--- config.mk ---
export PLATFORM = sky130hd
export DESIGN_NAME = slpwk_ctrl
export DESIGN_NICKNAME = d
export VERILOG_FILES = /design/src/rtl/slpwk_pkg.sv /design/src/rtl/slpwk_edge_qual.sv /design/src/rtl/slpwk_pin_mux.sv /design/src/rtl/slpwk_fsm.sv /design/src/rtl/slpwk_ctrl.sv
export SDC_FILE = /design/constraint.sdc
export NUM_CORES = 1
export LEC_CHECK = 0
export BUFFER_PORTS_ARGS = -buffer_cell sky130_fd_sc_hd__buf_2
export CAP_MARGIN = 20
export CORE_MARGIN = 4
export CORE_UTILIZATION = 50
export DETAILED_ROUTE_END_ITERATION = 6
export HOLD_SLACK_MARGIN = 0.1
export PLACE_DENSITY = 0.79
export SLEW_MARGIN = 10
export SYNTH_ARGS = -nofsm -noshare
export SYNTH_HDL_FRONTEND = slang
export SYNTH_HIERARCHICAL = 1
export SYNTH_SLANG_ARGS = --single-unit
export TNS_END_PERCENT = 1
--- constraint.sdc ---
create_clock -name clk -period 2.1 [get_ports clk]
set_clock_uncertainty 0.05 [all_clocks]
set_input_delay 0.21 -clock clk [delete_from_list [all_inputs] [get_ports clk]]
set_output_delay 0.21 -clock clk [all_outputs]
set_load 0.01 [all_outputs]
--- src/rtl/slpwk_pkg.sv ---
package slpwk_pkg;

    typedef enum logic [2:0] {
        ST_ACTIVE     = 3'd0,
        ST_SEND_ACK   = 3'd1,
        ST_WAIT_TX    = 3'd2,
        ST_SLEEP      = 3'd3,
        ST_BRIEF_WAKE = 3'd4,
        ST_WAKE_ACK   = 3'd5,
        ST_RESUME     = 3'd6,
        ST_OFF        = 3'd7
    } slp_state_e;

    // Byte used both for the entry acknowledge and the wake acknowledge
    localparam logic [7:0] ACK_CODE = 8'h06;

    // Channel indices of the qualified edge inputs
    localparam int unsigned CH_PDN = 0;
    localparam int unsigned CH_CMD = 1;
    localparam int unsigned N_CH   = 2;

    typedef struct packed {
        logic rise_ok;   // rising edge after a long enough low
        logic low_long;  // currently low for at least the minimum time
    } edge_info_t;

    function automatic logic pins_forced(slp_state_e s);
        return (s == ST_SLEEP) || (s == ST_BRIEF_WAKE) || (s == ST_OFF);
    endfunction

endpackage

--- src/rtl/slpwk_edge_qual.sv ---
module slpwk_edge_qual
    import slpwk_pkg::*;
#(
    parameter int unsigned MIN_LOW = 4
) (
    input  logic       clk,
    input  logic       rst,
    input  logic       din_i,
    output edge_info_t info_o
);
    localparam int unsigned CW   = $clog2(MIN_LOW + 1);
    localparam logic [CW-1:0] CMAX = CW'(MIN_LOW);

    logic          s1_q, s2_q, prev_q;
    logic [CW-1:0] low_cnt_q;

    always_ff @(posedge clk) begin
        if (rst) begin
            s1_q      <= 1'b1;
            s2_q      <= 1'b1;
            prev_q    <= 1'b1;
            low_cnt_q <= '0;
        end else begin
            s1_q   <= din_i;
            s2_q   <= s1_q;
            prev_q <= s2_q;
            if (!s2_q) begin
                if (low_cnt_q != CMAX) low_cnt_q <= low_cnt_q + 1'b1;
            end else begin
                low_cnt_q <= '0;
            end
        end
    end

    always_comb begin
        info_o.rise_ok  = !prev_q && s2_q && (low_cnt_q == CMAX);
        info_o.low_long = !s2_q && (low_cnt_q == CMAX);
    end

endmodule

--- src/rtl/slpwk_pin_mux.sv ---
module slpwk_pin_mux #(
    parameter int unsigned      NPIN      = 7,
    parameter logic [NPIN-1:0]  HOLD_MASK = 7'b1000001,
    parameter logic [NPIN-1:0]  HIGH_MASK = 7'b0011000
) (
    input  logic            clk,
    input  logic            rst,
    input  logic            force_i,
    input  logic [NPIN-1:0] act_i,
    output logic [NPIN-1:0] pin_o
);
    for (genvar i = 0; i < NPIN; i++) begin : g_pin
        if (HOLD_MASK[i]) begin : g_hold
            logic held_q;
            always_ff @(posedge clk) begin
                if (rst)          held_q <= 1'b0;
                else if (!force_i) held_q <= act_i[i];
            end
            assign pin_o[i] = force_i ? held_q : act_i[i];
        end else begin : g_fixed
            assign pin_o[i] = force_i ? HIGH_MASK[i] : act_i[i];
        end
    end

endmodule

--- src/rtl/slpwk_fsm.sv ---
module slpwk_fsm
    import slpwk_pkg::*;
(
    input  logic       clk,
    input  logic       rst,
    input  logic       idle_wr_i,
    input  logic       idle_wdata_i,
    input  logic       wake_ack_en_i,
    input  logic       tx_busy_i,
    input  logic       resetn_i,
    input  logic       other_wake_i,
    input  logic       corrupt_i,
    input  logic       cmd_rise_i,
    input  logic       pdn_rise_i,
    input  logic       pdn_off_i,
    input  logic       byte_ready_i,
    output slp_state_e state_o,
    output logic       idle_o,
    output logic       restart_o,
    output logic       byte_valid_o,
    output logic [7:0] byte_o
);
    slp_state_e st_q, st_n;
    logic       idle_q, idle_n;
    logic       restart_q, restart_n;
    logic       wake_now;

    always_comb begin
        st_n      = st_q;
        idle_n    = idle_q;
        restart_n = 1'b0;
        wake_now  = 1'b0;

        unique case (st_q)
            ST_ACTIVE:     if (idle_wr_i && idle_wdata_i) begin
                               st_n   = ST_SEND_ACK;
                               idle_n = 1'b1;
                           end
            ST_SEND_ACK:   if (byte_ready_i) st_n = ST_WAIT_TX;
            ST_WAIT_TX:    if (!tx_busy_i)   st_n = ST_SLEEP;
            ST_SLEEP:      if (cmd_rise_i)   wake_now = 1'b1;
                           else if (other_wake_i) st_n = ST_BRIEF_WAKE;
            ST_BRIEF_WAKE: st_n = ST_SLEEP;
            ST_WAKE_ACK:   if (byte_ready_i) st_n = ST_RESUME;
            ST_RESUME:     st_n = ST_ACTIVE;
            ST_OFF:        if (pdn_rise_i)   wake_now = 1'b1;
            default:       st_n = ST_ACTIVE;
        endcase

        if (wake_now) begin
            idle_n = 1'b0;
            if (corrupt_i) begin
                st_n      = ST_RESUME;
                restart_n = 1'b1;
            end else begin
                st_n = wake_ack_en_i ? ST_WAKE_ACK : ST_RESUME;
            end
        end

        // Overrides: power-down first, then the reset input
        if (pdn_off_i && st_q != ST_OFF) begin
            st_n      = ST_OFF;
            restart_n = 1'b0;
        end else if (!resetn_i && st_q != ST_OFF) begin
            st_n      = ST_ACTIVE;
            idle_n    = 1'b0;
            restart_n = 1'b1;
        end
    end

    always_ff @(posedge clk) begin
        if (rst) begin
            st_q      <= ST_ACTIVE;
            idle_q    <= 1'b0;
            restart_q <= 1'b0;
        end else begin
            st_q      <= st_n;
            idle_q    <= idle_n;
            restart_q <= restart_n;
        end
    end

    assign state_o      = st_q;
    assign idle_o       = idle_q;
    assign restart_o    = restart_q;
    assign byte_valid_o = (st_q == ST_SEND_ACK) || (st_q == ST_WAKE_ACK);
    assign byte_o       = ACK_CODE;

endmodule

--- src/rtl/slpwk_ctrl.sv ---
module slpwk_ctrl
    import slpwk_pkg::*;
#(
    parameter int unsigned     NPIN      = 7,
    parameter logic [NPIN-1:0] HOLD_MASK = 7'b1000001,
    parameter logic [NPIN-1:0] HIGH_MASK = 7'b0011000,
    parameter int unsigned     MIN_LOW   = 4
) (
    input  logic            clk,
    input  logic            rst,
    input  logic            idle_wr_i,
    input  logic            idle_wdata_i,
    input  logic            wake_ack_en_i,
    input  logic            tx_busy_i,
    input  logic            pdn_i,
    input  logic            cmd_in_i,
    input  logic            other_wake_i,
    input  logic            resetn_i,
    input  logic            corrupt_i,
    input  logic            byte_ready_i,
    output logic            byte_valid_o,
    output logic [7:0]      byte_o,
    output logic            idle_o,
    output logic            cresp_o,
    output logic            sleep_o,
    output logic            off_o,
    output logic            restart_o,
    input  logic [NPIN-1:0] pin_act_i,
    output logic [NPIN-1:0] pin_o
);
    logic [N_CH-1:0] raw_in;
    edge_info_t      info [N_CH];
    slp_state_e      state;

    assign raw_in[CH_PDN] = pdn_i;
    assign raw_in[CH_CMD] = cmd_in_i;

    for (genvar c = 0; c < N_CH; c++) begin : g_in
        slpwk_edge_qual #(.MIN_LOW(MIN_LOW)) u_qual (
            .clk    (clk),
            .rst    (rst),
            .din_i  (raw_in[c]),
            .info_o (info[c])
        );
    end

    slpwk_fsm u_fsm (
        .clk           (clk),
        .rst           (rst),
        .idle_wr_i     (idle_wr_i),
        .idle_wdata_i  (idle_wdata_i),
        .wake_ack_en_i (wake_ack_en_i),
        .tx_busy_i     (tx_busy_i),
        .resetn_i      (resetn_i),
        .other_wake_i  (other_wake_i),
        .corrupt_i     (corrupt_i),
        .cmd_rise_i    (info[CH_CMD].rise_ok),
        .pdn_rise_i    (info[CH_PDN].rise_ok),
        .pdn_off_i     (info[CH_PDN].low_long),
        .byte_ready_i  (byte_ready_i),
        .state_o       (state),
        .idle_o        (idle_o),
        .restart_o     (restart_o),
        .byte_valid_o  (byte_valid_o),
        .byte_o        (byte_o)
    );

    slpwk_pin_mux #(
        .NPIN      (NPIN),
        .HOLD_MASK (HOLD_MASK),
        .HIGH_MASK (HIGH_MASK)
    ) u_pins (
        .clk     (clk),
        .rst     (rst),
        .force_i (pins_forced(state)),
        .act_i   (pin_act_i),
        .pin_o   (pin_o)
    );

    assign cresp_o = (state == ST_ACTIVE);
    assign sleep_o = (state == ST_SLEEP);
    assign off_o   = (state == ST_OFF);

endmodule

* After elaboration in Yosys (flattened, before gate mapping) *
Cells that the tools add are included.

storage, ports and cells
  register bits = 19
  latch bits = 0
  bits in writable memories = 0
  ROM bits = 0
  bits of input ports = 19
  output and inout port bits = 21
  word-level logic and storage cells = 84
  memories = 0

operators by class
  $add $sub $neg = 2
  multiply operators = 0
  divide/modulo/power cells = 0
  order comparisons = 0
  equal/unequal tests = 18
  shift-type cells = 0
  mux-type cells = 30
  bitwise gates (word level) = 0
  reduce and logical (&&, ||, !) cells = 21

operators with widths
  cell                                                                     number
  3-bit two-way mux                                                        10
  3-bit case mux with 7 select lines                                       1
  5-bit by 2-bit inequality test with 1-bit output, second input constant  4
  3-bit == test, second input constant                                     6
  1-bit two-way mux                                                        17
  10-bit nonzero test                                                      1
  3-bit inequality test, second input constant                             3
  1-bit logical AND                                                        8
  7-bit AND reduction                                                      1
  3-bit by 1-bit adder with 3-bit output, second input constant            2
  3-bit by 2-bit == test with 1-bit output, second input constant          2
  2-bit OR reduction                                                       3
  5-bit by 1-bit inequality test with 1-bit output, second input constant  1
  5-bit inequality test, second input constant                             1
  1-bit logical NOT                                                        4
  3-bit by 1-bit == test with 1-bit output, second input constant          1
  3-bit logical NOT                                                        1
  1-bit logical OR                                                         3
  2-bit two-way mux                                                        1
  1-bit case mux with 2 select lines                                       1

* Longest topological paths before layout *
Gate-level depths: netlist of the first run.

  depth in word-level cells = 8
  gate-level depth with buffers = 9
  gate-level depth less buffers = 9

* Hierarchy *
Netlist of the first run, hierarchy kept.

by module, submodules not included
  module           instances  cells an instance  area an instance (um2)  sequential area each (um2)
  slpwk_fsm        1          71                 555.5                   100.1
  slpwk_edge_qual  2          25                 255.2                   120.1
  slpwk_pin_mux    1          11                 133.9                   40.0
  slpwk_ctrl       1          6                  32.5                    0.0

* Worst setup path after synthesis of the first run *
No wires, ideal clock.

  path kind = register to register
  start point = reg g_in[0].u_qual.low_cnt_q[0]
  end point = reg u_fsm.st_q[1], in the netlist u_fsm/state_o[1]
  arrival = 1.801 ns
  setup slack = 0.179 ns
  cell stages (with the launch flop) = 10
  cells stage by stage = dfxtp_1 -> inv_1 -> ha_1 -> nand2_1 -> nor3b_2 -> mux2i_1 -> nor2_2 -> a2111oi_4 -> or3_1 -> a21oi_1

RTL lines
  element                 RTL line               text
  from (decl)             slpwk_edge_qual.sv:15  logic [CW-1:0] low_cnt_q;
  from (signal assigned)  slpwk_edge_qual.sv:28  if (low_cnt_q != CMAX) low_cnt_q <= low_cnt_q + 1'b1;
  to (signal assigned)    slpwk_fsm.sv:77        st_q <= st_n;
  to (decl)               slpwk_fsm.sv:23        slp_state_e st_q, st_n;

==> results of run 1 <==
worst max path at each step:
stage	from	endpoint	slack (ps)	depth (start not counted)
after floorplan	g_in[0].u_qual/low_cnt_q[0]	u_fsm/state_o[1]	180	9
after global placement	g_in[1].u_qual/low_cnt_q[0]	u_fsm/state_o[1]	180	9
after detailed placement	g_in[1].u_qual/low_cnt_q[0]	u_fsm/state_o[1]	80	9
after CTS	u_fsm/state_o[1]	pin_o[0]	9	4
after global routing	g_in[0].u_qual/low_cnt_q[0]	u_fsm/state_o[1]	-50	9
final	g_in[1].u_qual/low_cnt_q[0]	u_fsm/state_o[1]	60	9
metal layers:
layer,vias up,routed length (µm)
met3,4,194
li1,536,-
met1,485,973
met5,-,0
met4,0,35
met2,35,1200
cell type report:
class,instances,area (µm²)
Sequential cell,19,387
Inverter,5,18.8
Timing Repair Buffer,38,213
Fill cell,195,818
Clock inverter,1,5.00
Tap cell,28,35.0
Clock buffer,3,22.5
Multi-Input combinational cell,107,777
per-stage QoR:
stage          std cells   util  hold WS, ps  cell area, µm²  setup TNS, ps
2_1_floorplan        143      -          224            1250              0
3_3_place_gp         193  0.604          342            1380              0
3_5_place_dp         193  0.604          344            1380              0
4_1_cts              199  0.626          179            1420              0
5_1_grt              201  0.640          183            1460          -90.6
6_report             201  0.640          203            1460              0
state kept, by name, indices dropped and copies added, names as in the netlist:
signal and flops:
g_in.u_qual/s2_q 2, u_pins/g_pin.g_hold.held_q 2, g_in.u_qual/low_cnt_q 6, u_fsm/state_o 3, u_fsm/restart_o 1, u_fsm/idle_o 1, g_in.u_qual/s1_q 2, g_in.u_qual/prev_q 2
worst max-delay path, stage by stage (launching register included):
cell and delay (ps):
dfxtp_2 350, inv_1 60, ha_2 210, nand2_1 80
nor3b_2 230, mux2i_1 120, nor2_2 290, a2111oi_4 90
or3_1 380, a21oi_1 130
where the power goes:
group / total (µW) / leakage (µW) / switching, µW / internal, µW
Sequential: 404 / 0.000158 / 24.1 / 380
Clock: 183 / 0.0000177 / 112 / 70.9
Combinational: 223 / 0.000472 / 110 / 112
Total: 809 / 0.000648 / 246 / 563
what timing repair did:
item / in CTS / in global routing
hold buffers: 2 / 0
endpoints found under the setup margin: 2 / 5
setup buffers: 0 / 2
endpoints found under the hold margin: 2 / 0
resized for setup: 1 / 8
pin swaps: 0 / 3
cells in the final DEF, fill, tap and decap left out, types with 2 or more instances in the layout:
cell and n:
conb_1 8, nand2_1 6, or2_4 2, inv_1 5, nand2_2 2, nand3_1 5, o21ai_0 3, buf_2 31
nor3_1 3, mux2_4 2, a21oi_1 9, and2b_1 2, or2_2 6, and3b_1 2, dfxtp_1 14, nor3_2 2
a21o_2 2, buf_4 5, a21bo_1 3, and2b_2 2, dlygate4sd3_1 2, clkbuf_4 3, nand2b_1 3, nor2b_4 2
ha_1 3, nor2_1 11, dfxtp_2 5, nor2b_1 3
==> impl_metrics.json, run 1 <==
{
  "peakVddDrop_uv": 453,
  "critPathLaunchType": "flop",
  "cts_buffer_depth": 2,
  "drt-wirelength-per-cell_um": 11.9,
  "synth_cells": 137,
  "worstPathArrival_ps": 2220,
  "io_buffers": 31,
  "grt_max_degree": 19,
  "hpwl_mm": 1.76,
  "cts_tree": "yes",
  "layout.nets": 197,
  "reg2reg_from": "g_in[1].u_qual/low_cnt_q[0]",
  "met3_usage": 0.0362,
  "reg2reg_depth": 9,
  "hold_end": "u_pins/g_pin[0].g_hold.held_q",
  "grt_pass1_wl_mm": 3.65,
  "routed_wirelength_mm": 2.40,
  "fmax_mhz": 491,
  "min-delay-start": "rst",
  "syn_area_mm2": 0.00123,
  "core_area_mm2": 0.00228,
  "pre_cts_ws_ps": 82.6,
  "die_area_mm2": 0.00331,
  "final_hold_viol_count": 0,
  "layout-drive-gt1-share": 0.422,
  "cap_viol_max_count": 0,
  "die_x_um": 57.6,
  "met2_usage": 0.229,
  "clk_pin_slew_worst_paths_ps": 110,
  "crit_path_end_kind": "flop",
  "drc_errors": 0,
  "outcome": "finished clean",
  "rr_endpoint": "u_fsm/state_o[1]",
  "cp_max_fo": 6,
  "yosysWarnings": 6,
  "cts_sinks": 19,
  "vias": 1060,
  "grtUsageMet1": 0.159,
  "p_leak_uw": 0.000648,
  "finalMaxSlewViolations": 0,
  "clk_latency_ps": 290,
  "holdPathStages": 2,
  "post-route-min-period_ps": 2040,
  "numCtsBuffers": 3,
  "timing.final.ws_setup_ps": 62.0,
  "place_congestion": 0.937,
  "hold_path_class": "primary input to flop",
  "cp.required_ps": 2280,
  "timing.final.crit_share": 0.970,
  "h-tree-depth": 1,
  "gr-total-overflow": 0,
  "syn_area_per_cell_um2": 8.97,
  "clock-root-buffer": "clkbuf_4",
  "antenna_cells": 0,
  "io_pins": 40,
  "power.total_uw": 809,
  "die_y_um": 57.6,
  "grt_pass1_vias": 898,
  "setup_viol": 0,
  "postRouteAntennaNets": 0,
  "initial_core_util": 0.540,
  "busiest_layer": "met2",
  "grt_antenna_before_repair": 0,
  "grt_usage": 0.139,
  "viasPerCell": 5.27,
  "syn2layout_area_growth_pct": 18.6,
  "drt_first_pass_iters": 4,
  "rrSetupSlack_ps": 60,
  "num_rows": 17,
  "crit_type": "flop to flop",
  "p_per_area_mw_per_mm2": 555,
  "first_iter_violations": 27
}
(Power assumes the default switching activity.)
==> run 2, diff against run 1 <==
--- a/config.mk
+++ b/config.mk
@@ -12,6 +12,7 @@
 export DETAILED_ROUTE_END_ITERATION = 6
 export HOLD_SLACK_MARGIN = 0.1
 export PLACE_DENSITY = 0.79
+export SETUP_SLACK_MARGIN = 0.4
 export SLEW_MARGIN = 10
 export SYNTH_ARGS = -nofsm -noshare
 export SYNTH_HDL_FRONTEND = slang
==> run 2 against run 1 <==
Clock power about the same; final cell count is 3.5% higher; hold slack worse by 7.4 ps; final area grew 7.0%; critical endpoint unchanged; worst setup slack better by 84 ps; sequential cell count is the same; largest power group unchanged; sequential share of layout area fell by 1.4 points; utilization grew 4.5 points.
==> impl_metrics.json, run 2 (synthesis results as in run 1) <==
{
  "postRouteAntennaNets": 0,
  "setup_viol": 0,
  "drt_first_pass_iters": 4,
  "antenna_cells": 0,
  "cts_buffer_depth": 2,
  "drc_errors": 0,
  "peakVddDrop_uv": 484,
  "syn2layout_area_growth_pct": 27.0,
  "max_stage_delay_ps": 350,
  "routed_wirelength_mm": 2.78,
  "die_area_mm2": 0.00331,
  "crit_path_end_kind": "flop",
  "cap_viol_max_count": 0,
  "layout-drive-gt1-share": 0.478,
  "netSwitchingFraction": 0.303,
  "timing.final.ws_setup_ps": 146,
  "outcome": "finished clean",
  "switching_power_uw": 254,
  "final_hold_viol_count": 0,
  "die_x_um": 57.6,
  "io_buffers": 31,
  "hold_path_class": "primary input to flop",
  "grt_usage": 0.167,
  "fmax_mhz": 512,
  "vias": 1149,
  "final_area_mm2": 0.00156,
  "dpl_cell_area_mm2": 0.00139,
  "cp.required_ps": 2290,
  "layout.nets": 204,
  "gr-total-overflow": 0,
  "io_pins": 40,
  "post-route-min-period_ps": 1950,
  "path_delay_family": "simple AND/OR/NAND/NOR gates",
  "largest_reg_flops": 6,
  "holdWs_ps": 196,
  "layout_commonest_cell": "buf_2",
  "p_comb_frac": 0.318,
  "place_congestion": 1.05,
  "drt-wirelength-per-cell_um": 13.4,
  "grt_antenna_before_repair": 0,
  "clock-root-buffer": "clkbuf_4",
  "regMostFlops": "g_in.u_qual/low_cnt_q",
  "p_per_area_mw_per_mm2": 536,
  "worstPathArrival_ps": 2140,
  "cp_max_fo": 6,
  "p_int_uw": 583,
  "cts_sinks": 19,
  "finalMaxSlewViolations": 0,
  "grt_pass1_vias": 1050,
  "clk_pin_slew_worst_paths_ps": 100,
  "num_rows": 17,
  "grt_pass1_wl_mm": 4.34,
  "cts_tree": "yes",
  "critPathLaunchType": "flop",
  "clk_latency_ps": 300,
  "hpwl_mm": 1.85,
  "fillers": 186,
  "h-tree-depth": 1,
  "first_iter_violations": 36,
  "critPathSlowestCell": "or3_4",
  "viasPerCell": 5.52,
  "die_y_um": 57.6,
  "grt_max_degree": 18,
  "timing.final.crit_share": 0.930,
  "core_area_mm2": 0.00228,
  "crit_type": "flop to flop",
  "cp_num_buf_inv": 1,
  "seq_power_share": 0.463,
  "numCtsBuffers": 3,
  "p_leak_uw": 0.000688,
  "pre_cts_ws_ps": 97.0,
  "cp_cell_sequence": "inv_1 -> ha_4 -> nand2_1 -> nor3b_2 -> mux2i_1 -> nor2_2 -> a31oi_1 -> or3_4 -> a21oi_2",
  "tns_ps": 0,
  "initial_core_util": 0.540,
  "clockPowerShare": 0.219,
  "rsz0062_at_grt": "true",
  "final_cell_mix": "29 x buf_2, 14 x dfxtp_1, 12 x buf_4, 11 x nor2_1"
}
## run 2: changes by cell type in the layout (fill, tap and decap cells not counted), sizes merged
| cell | change |
|---|---|
| clkinv | -1 |
| clkbuf | +1 |
| buf | +7 |
## run 2: what timing repair did
| item | CTS | global route |
|---|---|---|
| hold buffers | 2 | 0 |
| endpoints found under the hold margin | 2 | 0 |
| setup buffers | 8 | 2 |
| gates cloned | 0 | 0 |
| pin swaps | 8 | 3 |
| gates resized for setup | 10 | 4 |
| endpoints found under the setup margin | 11 | 10 |
## run 2: cell type report
type | instances | area [µm²] | share of cell area
clock buffers | 4 | 26.3 | 0.0168
inverters | 5 | 18.8 | 0.0120
multi-input cells | 107 | 811 | 0.520
flip-flops and latches | 19 | 392 | 0.251
well taps | 28 | 35.0 | 0.0225
repair buffers | 45 | 278 | 0.178
## run 2: worst reg2reg max path, stage by stage (launching register included)
cell and delay (ps):
dfxtp_1 340, inv_1 100, ha_4 160, nand2_1 70, nor3b_2 180, mux2i_1 110, nor2_2 260, a31oi_1 160
or3_4 350, a21oi_2 110
## run 2: path summary, 6_finish.rpt
kind	cells after the start	end	slack [ps]	start
min reg2reg	1	g_in[1].u_qual/s2_q	370	g_in[1].u_qual/s1_q
min	2	u_fsm/state_o[1]	200	rst
max	9	u_fsm/state_o[1]	150	g_in[1].u_qual/low_cnt_q[1]
max reg2reg	9	u_fsm/state_o[1]	150	g_in[1].u_qual/low_cnt_q[1]
## run 2: metal layers
metal	global-route usage	wire length (µm)	vias up
met3	0.0385	274	14
met5	0	0	-
met2	0.313	1410	66
li1	-	-	548
met1	0.166	996	521
met4	0.0927	99	0
## run 2: power by group through the flow
stage	sequential [µW]	clock, µW	combinational [µW]
final	387	183	266
after global routing	390	207	287
after CTS	387	187	255
after detailed placement	410	0	219
after global placement	408	0	214
after floorplan	402	0	176
## run 2: through the flow
| stage | instances | util | total power [µW] |
|---|---|---|---|
| floorplan | 143 | - | 578 |
| global placement | 192 | 0.610 | 622 |
| detailed placement | 192 | 0.610 | 629 |
| CTS | 206 | 0.674 | 829 |
| global route | 208 | 0.686 | 884 |
| finish | 208 | 0.686 | 836 |
